File: config.mk
export PLATFORM = sky130hd
export DESIGN_NAME = rtc_bus_watch
export DESIGN_NICKNAME = d
export VERILOG_FILES = /design/src/rtl/rtc_mon_pkg.sv /design/src/rtl/rtc_mon_fsm.sv /design/src/rtl/rtc_mon_fields.sv /design/src/rtl/rtc_bus_watch.sv
export SDC_FILE = /design/constraint.sdc
export NUM_CORES = 1
export LEC_CHECK = 0
export ABC_AREA = 1
export BUFFER_PORTS_ARGS = -buffer_cell sky130_fd_sc_hd__buf_2
export CORE_ASPECT_RATIO = 1.5
export CORE_UTILIZATION = 55
export CTS_CLUSTER_DIAMETER = 60
export DETAILED_ROUTE_END_ITERATION = 6
export GPL_TIMING_DRIVEN = 0
export PLACE_DENSITY = 0.8
export SLEW_MARGIN = 30
export SYNTH_ARGS = -nofsm -noshare
export SYNTH_HDL_FRONTEND = slang
export SYNTH_SLANG_ARGS = --single-unit
File: constraint.sdc
create_clock -name clk -period 4.8 [get_ports clk]
set_input_delay 0.96 -clock clk [delete_from_list [all_inputs] [get_ports clk]]
set_output_delay 0.96 -clock clk [all_outputs]
set_load 0.005 [all_outputs]
File: src/rtl/rtc_mon_pkg.sv
package rtc_mon_pkg;

  localparam int FIELD_CNT  = 7;
  localparam int VL_FIELD   = 0;
  localparam int CENT_FIELD = 5;

  localparam logic [2:0] EV_START   = 3'd0;
  localparam logic [2:0] EV_RSTART  = 3'd1;
  localparam logic [2:0] EV_STOP    = 3'd2;
  localparam logic [2:0] EV_ADDR_WR = 3'd3;
  localparam logic [2:0] EV_ADDR_RD = 3'd4;
  localparam logic [2:0] EV_DATA_WR = 3'd5;
  localparam logic [2:0] EV_DATA_RD = 3'd6;

  typedef enum logic [2:0] {
    S_IDLE, S_WAIT_AW, S_WAIT_PTR, S_WR_DATA, S_WAIT_AR, S_RD_DATA, S_HALT
  } mon_state_t;

  // Mask applied to each field before BCD conversion, by field index.
  function automatic logic [7:0] fld_mask(input int idx);
    case (idx)
      0, 1:    return 8'h7F;
      2, 3:    return 8'h3F;
      4:       return 8'h07;
      5:       return 8'h1F;
      default: return 8'hFF;
    endcase
  endfunction

  function automatic logic [7:0] bcd_to_bin(input logic [7:0] b);
    return {4'd0, b[3:0]} + 8'(b[7:4]) * 8'd10;
  endfunction

endpackage

File: src/rtl/rtc_mon_fsm.sv
module rtc_mon_fsm
  import rtc_mon_pkg::*;
#(
  parameter logic [6:0] DEV_ADDR = 7'h51
) (
  input  logic       clk,
  input  logic       rst_n,
  input  logic       ev_valid,
  input  logic [2:0] ev_kind,
  input  logic [7:0] ev_byte,
  input  logic       ev_nack,
  output logic       store_o,
  output logic [7:0] store_addr_o,
  output logic       clr_o,
  output logic       done_o,
  output logic       done_rd_o
);

  localparam logic [7:0] WR_ADDR = {DEV_ADDR, 1'b0};
  localparam logic [7:0] RD_ADDR = {DEV_ADDR, 1'b1};

  mon_state_t st_q, st_d;
  logic [7:0] ptr_q, ptr_d;
  logic       rd_q, rd_d;
  logic       done_q, done_d;
  logic       drd_q, drd_d;

  always_comb begin
    st_d    = st_q;
    ptr_d   = ptr_q;
    rd_d    = rd_q;
    done_d  = 1'b0;
    drd_d   = drd_q;
    store_o = 1'b0;
    clr_o   = 1'b0;
    if (ev_valid) begin
      if (ev_kind == EV_START) begin
        st_d  = S_WAIT_AW;
        clr_o = 1'b1;
      end else begin
        case (st_q)
          S_WAIT_AW:
            if (ev_kind == EV_ADDR_WR)
              st_d = (ev_byte == WR_ADDR) ? S_WAIT_PTR : S_IDLE;
          S_WAIT_PTR:
            if (ev_kind == EV_DATA_WR) begin
              rd_d = 1'b0;
              if (ev_nack) st_d = S_HALT;
              else begin
                ptr_d = ev_byte;
                st_d  = S_WR_DATA;
              end
            end
          S_WR_DATA:
            if (ev_kind == EV_RSTART) st_d = S_WAIT_AR;
            else if (ev_kind == EV_STOP) begin
              done_d = 1'b1;
              drd_d  = rd_q;
              st_d   = S_IDLE;
            end else if (ev_kind == EV_DATA_WR) begin
              if (ev_nack) st_d = S_HALT;
              else begin
                store_o = 1'b1;
                ptr_d   = ptr_q + 8'd1;
              end
            end
          S_WAIT_AR:
            if (ev_kind == EV_ADDR_RD) begin
              rd_d = 1'b1;
              st_d = (ev_byte == RD_ADDR) ? S_RD_DATA : S_IDLE;
            end
          S_RD_DATA:
            if (ev_kind == EV_STOP) begin
              done_d = 1'b1;
              drd_d  = rd_q;
              st_d   = S_IDLE;
            end else if (ev_kind == EV_DATA_RD) begin
              if (ev_nack) st_d = S_HALT;
              else begin
                store_o = 1'b1;
                ptr_d   = ptr_q + 8'd1;
              end
            end
          S_HALT:
            if (ev_kind == EV_STOP) begin
              done_d = 1'b1;
              drd_d  = rd_q;
              st_d   = S_IDLE;
            end
          default: ;
        endcase
      end
    end
  end

  always_ff @(posedge clk or negedge rst_n) begin
    if (!rst_n) begin
      st_q   <= S_IDLE;
      ptr_q  <= 8'd0;
      rd_q   <= 1'b0;
      done_q <= 1'b0;
      drd_q  <= 1'b0;
    end else begin
      st_q   <= st_d;
      ptr_q  <= ptr_d;
      rd_q   <= rd_d;
      done_q <= done_d;
      drd_q  <= drd_d;
    end
  end

  assign store_addr_o = ptr_q;
  assign done_o       = done_q;
  assign done_rd_o    = drd_q;

  logic data_nack;
  assign data_nack = ev_valid && ev_nack &&
                     ((st_q == S_WR_DATA && ev_kind == EV_DATA_WR) ||
                      (st_q == S_RD_DATA && ev_kind == EV_DATA_RD));

  AST_DONE_SINGLE: assert property (@(posedge clk) disable iff (!rst_n)
    done_q |=> !done_q);

  AST_PTR_ADVANCE: assert property (@(posedge clk) disable iff (!rst_n)
    store_o |=> ptr_q == $past(ptr_q) + 8'd1);

  AST_NACK_HOLD: assert property (@(posedge clk) disable iff (!rst_n)
    data_nack |=> $stable(ptr_q) && st_q == S_HALT);

  AST_BAD_ADDR_IDLE: assert property (@(posedge clk) disable iff (!rst_n)
    (ev_valid && st_q == S_WAIT_AW && ev_kind == EV_ADDR_WR && ev_byte != WR_ADDR)
    |=> st_q == S_IDLE);

  AST_START_RESTARTS: assert property (@(posedge clk) disable iff (!rst_n)
    (ev_valid && ev_kind == EV_START) |=> st_q == S_WAIT_AW && !done_q);

endmodule

File: src/rtl/rtc_mon_fields.sv
module rtc_mon_fields
  import rtc_mon_pkg::*;
#(
  parameter logic [7:0] MAP_BASE = 8'h02
) (
  input  logic                          clk,
  input  logic                          rst_n,
  input  logic                          clr_i,
  input  logic                          wr_i,
  input  logic [7:0]                    addr_i,
  input  logic [7:0]                    data_i,
  output logic [FIELD_CNT-1:0][7:0]     fld_o,
  output logic [FIELD_CNT-1:0]          valid_o,
  output logic                          vlow_o,
  output logic                          cent_o
);

  localparam logic [7:0] MAP_END = MAP_BASE + 8'(FIELD_CNT);

  logic [FIELD_CNT-1:0] hit;
  logic [FIELD_CNT-1:0] valid_q, valid_d;
  logic                 vlow_q, cent_q;

  for (genvar i = 0; i < FIELD_CNT; i++) begin : g_fld
    localparam logic [7:0] REG_ADDR = MAP_BASE + 8'(i);
    localparam logic [7:0] MASK     = fld_mask(i);
    logic [7:0] val_q;

    assign hit[i] = wr_i && (addr_i == REG_ADDR);

    always_ff @(posedge clk or negedge rst_n) begin
      if (!rst_n)      val_q <= 8'd0;
      else if (hit[i]) val_q <= bcd_to_bin(data_i & MASK);
    end

    assign fld_o[i] = val_q;
  end

  always_comb begin
    valid_d = valid_q;
    if (clr_i) valid_d = '0;
    else       valid_d = valid_q | hit;
  end

  always_ff @(posedge clk or negedge rst_n) begin
    if (!rst_n) begin
      valid_q <= '0;
      vlow_q  <= 1'b0;
      cent_q  <= 1'b0;
    end else begin
      valid_q <= valid_d;
      if (hit[VL_FIELD])   vlow_q <= data_i[7];
      if (hit[CENT_FIELD]) cent_q <= data_i[7];
    end
  end

  assign valid_o = valid_q;
  assign vlow_o  = vlow_q;
  assign cent_o  = cent_q;

  AST_CLR_EMPTIES: assert property (@(posedge clk) disable iff (!rst_n)
    clr_i |=> valid_q == '0);

  AST_OUT_OF_MAP_QUIET: assert property (@(posedge clk) disable iff (!rst_n)
    (wr_i && !clr_i && (addr_i < MAP_BASE || addr_i >= MAP_END))
    |=> $stable(valid_q) && $stable(fld_o));

  AST_STORE_MARKS: assert property (@(posedge clk) disable iff (!rst_n)
    (wr_i && !clr_i && addr_i >= MAP_BASE && addr_i < MAP_END)
    |=> $countones(valid_q) >= 1);

endmodule

File: src/rtl/rtc_bus_watch.sv
module rtc_bus_watch
  import rtc_mon_pkg::*;
#(
  parameter logic [6:0] DEV_ADDR = 7'h51,
  parameter logic [7:0] MAP_BASE = 8'h02
) (
  input  logic       clk,
  input  logic       rst_n,
  input  logic       ev_valid,
  input  logic [2:0] ev_kind,
  input  logic [7:0] ev_byte,
  input  logic       ev_nack,
  output logic       sum_valid,
  output logic       sum_is_read,
  output logic [6:0] fld_valid,
  output logic [7:0] t_sec,
  output logic [7:0] t_min,
  output logic [7:0] t_hour,
  output logic [7:0] t_day,
  output logic [7:0] t_wday,
  output logic [7:0] t_month,
  output logic [7:0] t_year,
  output logic       volt_low,
  output logic       century
);

  logic                      store;
  logic [7:0]                store_addr;
  logic                      clr;
  logic [FIELD_CNT-1:0][7:0] fld;

  rtc_mon_fsm #(.DEV_ADDR(DEV_ADDR)) u_fsm (
    .clk          (clk),
    .rst_n        (rst_n),
    .ev_valid     (ev_valid),
    .ev_kind      (ev_kind),
    .ev_byte      (ev_byte),
    .ev_nack      (ev_nack),
    .store_o      (store),
    .store_addr_o (store_addr),
    .clr_o        (clr),
    .done_o       (sum_valid),
    .done_rd_o    (sum_is_read)
  );

  rtc_mon_fields #(.MAP_BASE(MAP_BASE)) u_fields (
    .clk     (clk),
    .rst_n   (rst_n),
    .clr_i   (clr),
    .wr_i    (store),
    .addr_i  (store_addr),
    .data_i  (ev_byte),
    .fld_o   (fld),
    .valid_o (fld_valid),
    .vlow_o  (volt_low),
    .cent_o  (century)
  );

  assign t_sec   = fld[0];
  assign t_min   = fld[1];
  assign t_hour  = fld[2];
  assign t_day   = fld[3];
  assign t_wday  = fld[4];
  assign t_month = fld[5];
  assign t_year  = fld[6];

endmodule

==> results.md <==
- FF-to-FF Start: u_fsm.store_addr_o[4]
- Antenna cells: 0
- Die height: about 100 um
- CTS tree: done
- Placed cell areas: 4370 um2
- Final setup viols: 0
- Post-synth cell types: 29
- Crit Path Class: primary input to flip-flop
- Clk sinks: 67
- Io pins: between 80 and 90
- Worst-margin pin slew: roughly 680 ps
- Top sig layer: met4
- Top cells by area, synth: dfrtp_1 (44%), nand2_1 (12%), inv_1 (5.2%)
- Synthesized cell area: 3850 um2
- Worst reg2reg path depth: 7
- Achievable Freq: between 300 and 400 MHz
- FF+latch count, synth: 67
- Grt ovf: 0
- CTS root buffer: clkbuf_8
- DRT iter0 DRCs: around 190
- Port buffer count: a little under 70
- Post-route minimum period: roughly 2500 ps
- Vias in the first global route: ~3.2k
- Num rows: 37
- Max cap viols: 0
- Area Overhead vs Synth: 18.4%
- Power, Total: about 1.5 mW
- Relative slew slack: between 50 and 60%
- Worst vdd ir: between 150 and 200 uV
- Tot GR Track Use: between 20 and 30%
- Iteration count of the initial detailed-routing pass: 4
- Post-CTS setup buffers: 0
- Die Area: between 7000 and 8000 um2
- H-Tree Depth: 3
- PwrDens: about 320 nW/um2
- Clock Path Buffers: 2
- Reg2Reg Capture Point: u_fields.g_fld[0].val_q[6]
- Wire length per cell: about 14 um
- Met2 routed WL: around 5000 um
- Fin. max-slew vios: 0
- Via count: 3419
- Commonest non-fill, non-tap cell in the layout: nand2_1
- Status: finished, final reports clean
- Synth Warn #: 0
- Worst Clk Skew: 7.60 ps
- # hold bufs at CTS: 0
- Metal-1 WL: 3430 um
- Starting density of the core: a little under three fifths
- Endpoint type of the worst setup path: flip-flop
- Most frequent cells in the layout: nand2_1 (125), buf_2 (73), dfrtp_1 (67)
- FF-to-FF setup slack: around 2900 ps
- Die W: 70.3 um
- Worst-path maximum fanout: 7
- Syn_area_per_cell: ~8.1 um2
- First-pass GRT wire length: 14700 um
- Cts bufs inserted: 9
- Critical Path AT: 2750 ps
- Share of cells above drive strength 1: about a quarter
- Post-route cell area: approximately 4600 um2
- Post-CTS sizing: 0
- Crit start category: primary input
- Final hold vios: 0
- Final setup TNS: 0 ps
- Dpl hpwl: about 7000 um
- Worst Path Required: between 5000 and 6000 ps
- Period utilization: 52.4%
- Initial antenna violation count: 0
- Nets: ~600
- Syn Inst Count: ~470
- Largest net degree at the start of global routing: 52
- Core area: between 6000 and 7000 um2
- Final Wtd Congestion: roughly 0.9
- Seq/Total Area, Yosys: ~44%
- Wire length on met3: 378 um
- RSZ-0062 raised after global routing: false
- Hold_ws: 473 ps
- Leak: approximately 2.5 nW
- Final ANT Viol Nets: 0
- Util after Layout: around two thirds
- Hold crit path type: primary input to async pin
- Vias per cell: between 5 and 6
- Synth area leader: dfrtp_1
- # DRC: 0
- Worst-Skew Late Latency: about 360 ps
- Clock slew seen by the registers of the worst setup and hold paths: 70 ps
- WL final: about 9000 um
- Synth top area share: 43.5%
Yosys cell counts (all sizes together):
cell and n:
nand2 126, dfrtp 67, o21ai 62, inv 56, nand3 48, nor2 34
buf 22, ha 15, a21oi 13, xor2 9, nor3 8, xnor2 4
fa 2, nor3b 2, and2 1, conb 1, nand4 1, o22ai 1
o31ai 1
cells by family after synthesis:
logic type / after synthesis / synth area share [%]
AOI/OAI and AO/OA: 77 / 12.0
xor gates and xnor gates: 13 / 2.96
adders and majority gates: 17 / 5.91
buffers and inverters: 78 / 9.81
DFF: 67 / 43.5
other: 1 / 0.0973
and+or+nand+nor: 220 / 25.7
metrics by stage:
stage               cells  setup WS (ps)
detailed placement    632           1930
finish                648           2280
CTS                   648           2290
global placement      631           1990
global route          648           2160
floorplan             484           2220
layout make-up:
cell class	count	area, um2
multi-input cells	339	1840
clock buffers	12	145
well taps	78	97.6
fillers	600	2240
plain buffers	22	168
clock inverters	4	50.0
flip-flops and latches	67	1680
inverters	56	210
repair buffers	70	375
where the power goes:
| part | switching (mW) | internal, mW |
|---|---|---|
| clock network | 0.216 | 0.253 |
| registers | 0.0412 | 0.603 |
| logic | 0.234 | 0.121 |
worst max-delay path by stage:
stage	start	end	slack, ps	cells after the start
final	ev_byte[5]	u_fields.g_fld[6].val_q[7]	2280	10
after global routing	ev_byte[5]	u_fields.g_fld[6].val_q[7]	2160	10
after CTS	ev_byte[5]	u_fields.g_fld[6].val_q[7]	2290	10
after detailed placement	ev_byte[5]	u_fields.g_fld[6].val_q[7]	1930	10
after global placement	ev_byte[5]	u_fields.g_fld[6].val_q[7]	1990	10
after floorplan	ev_byte[5]	u_fields.g_fld[6].val_q[7]	2220	9
per-layer routing:
layer / track usage, % / up-vias
li1: - / 1688
met1: 28.4 / 1598
met2: 46.5 / 110
met3: 4.65 / 23
met4: 13.0 / 0
met5: 0 / -
state kept, by name, indices dropped and copies added (netlist names):
register              flops
u_fields.g_fld.val_q     44
u_fsm.rd_q                1
u_fields.cent_o           1
u_fields.valid_o          7
u_fsm.done_rd_o           1
u_fields.vlow_o           1
u_fsm.store_addr_o        8
u_fsm.done_o              1
u_fsm.st_q                3
critical path, cell delays in order:
cell	delay, ps
buf_2	150
ha_1	320
ha_1	210
inv_1	80
fa_1	450
nor2_1	160
nand2_1	70
nor2_1	120
xor2_1	140
o21ai_0	80
No activity file was read; power rests on OpenSTA's default activity.
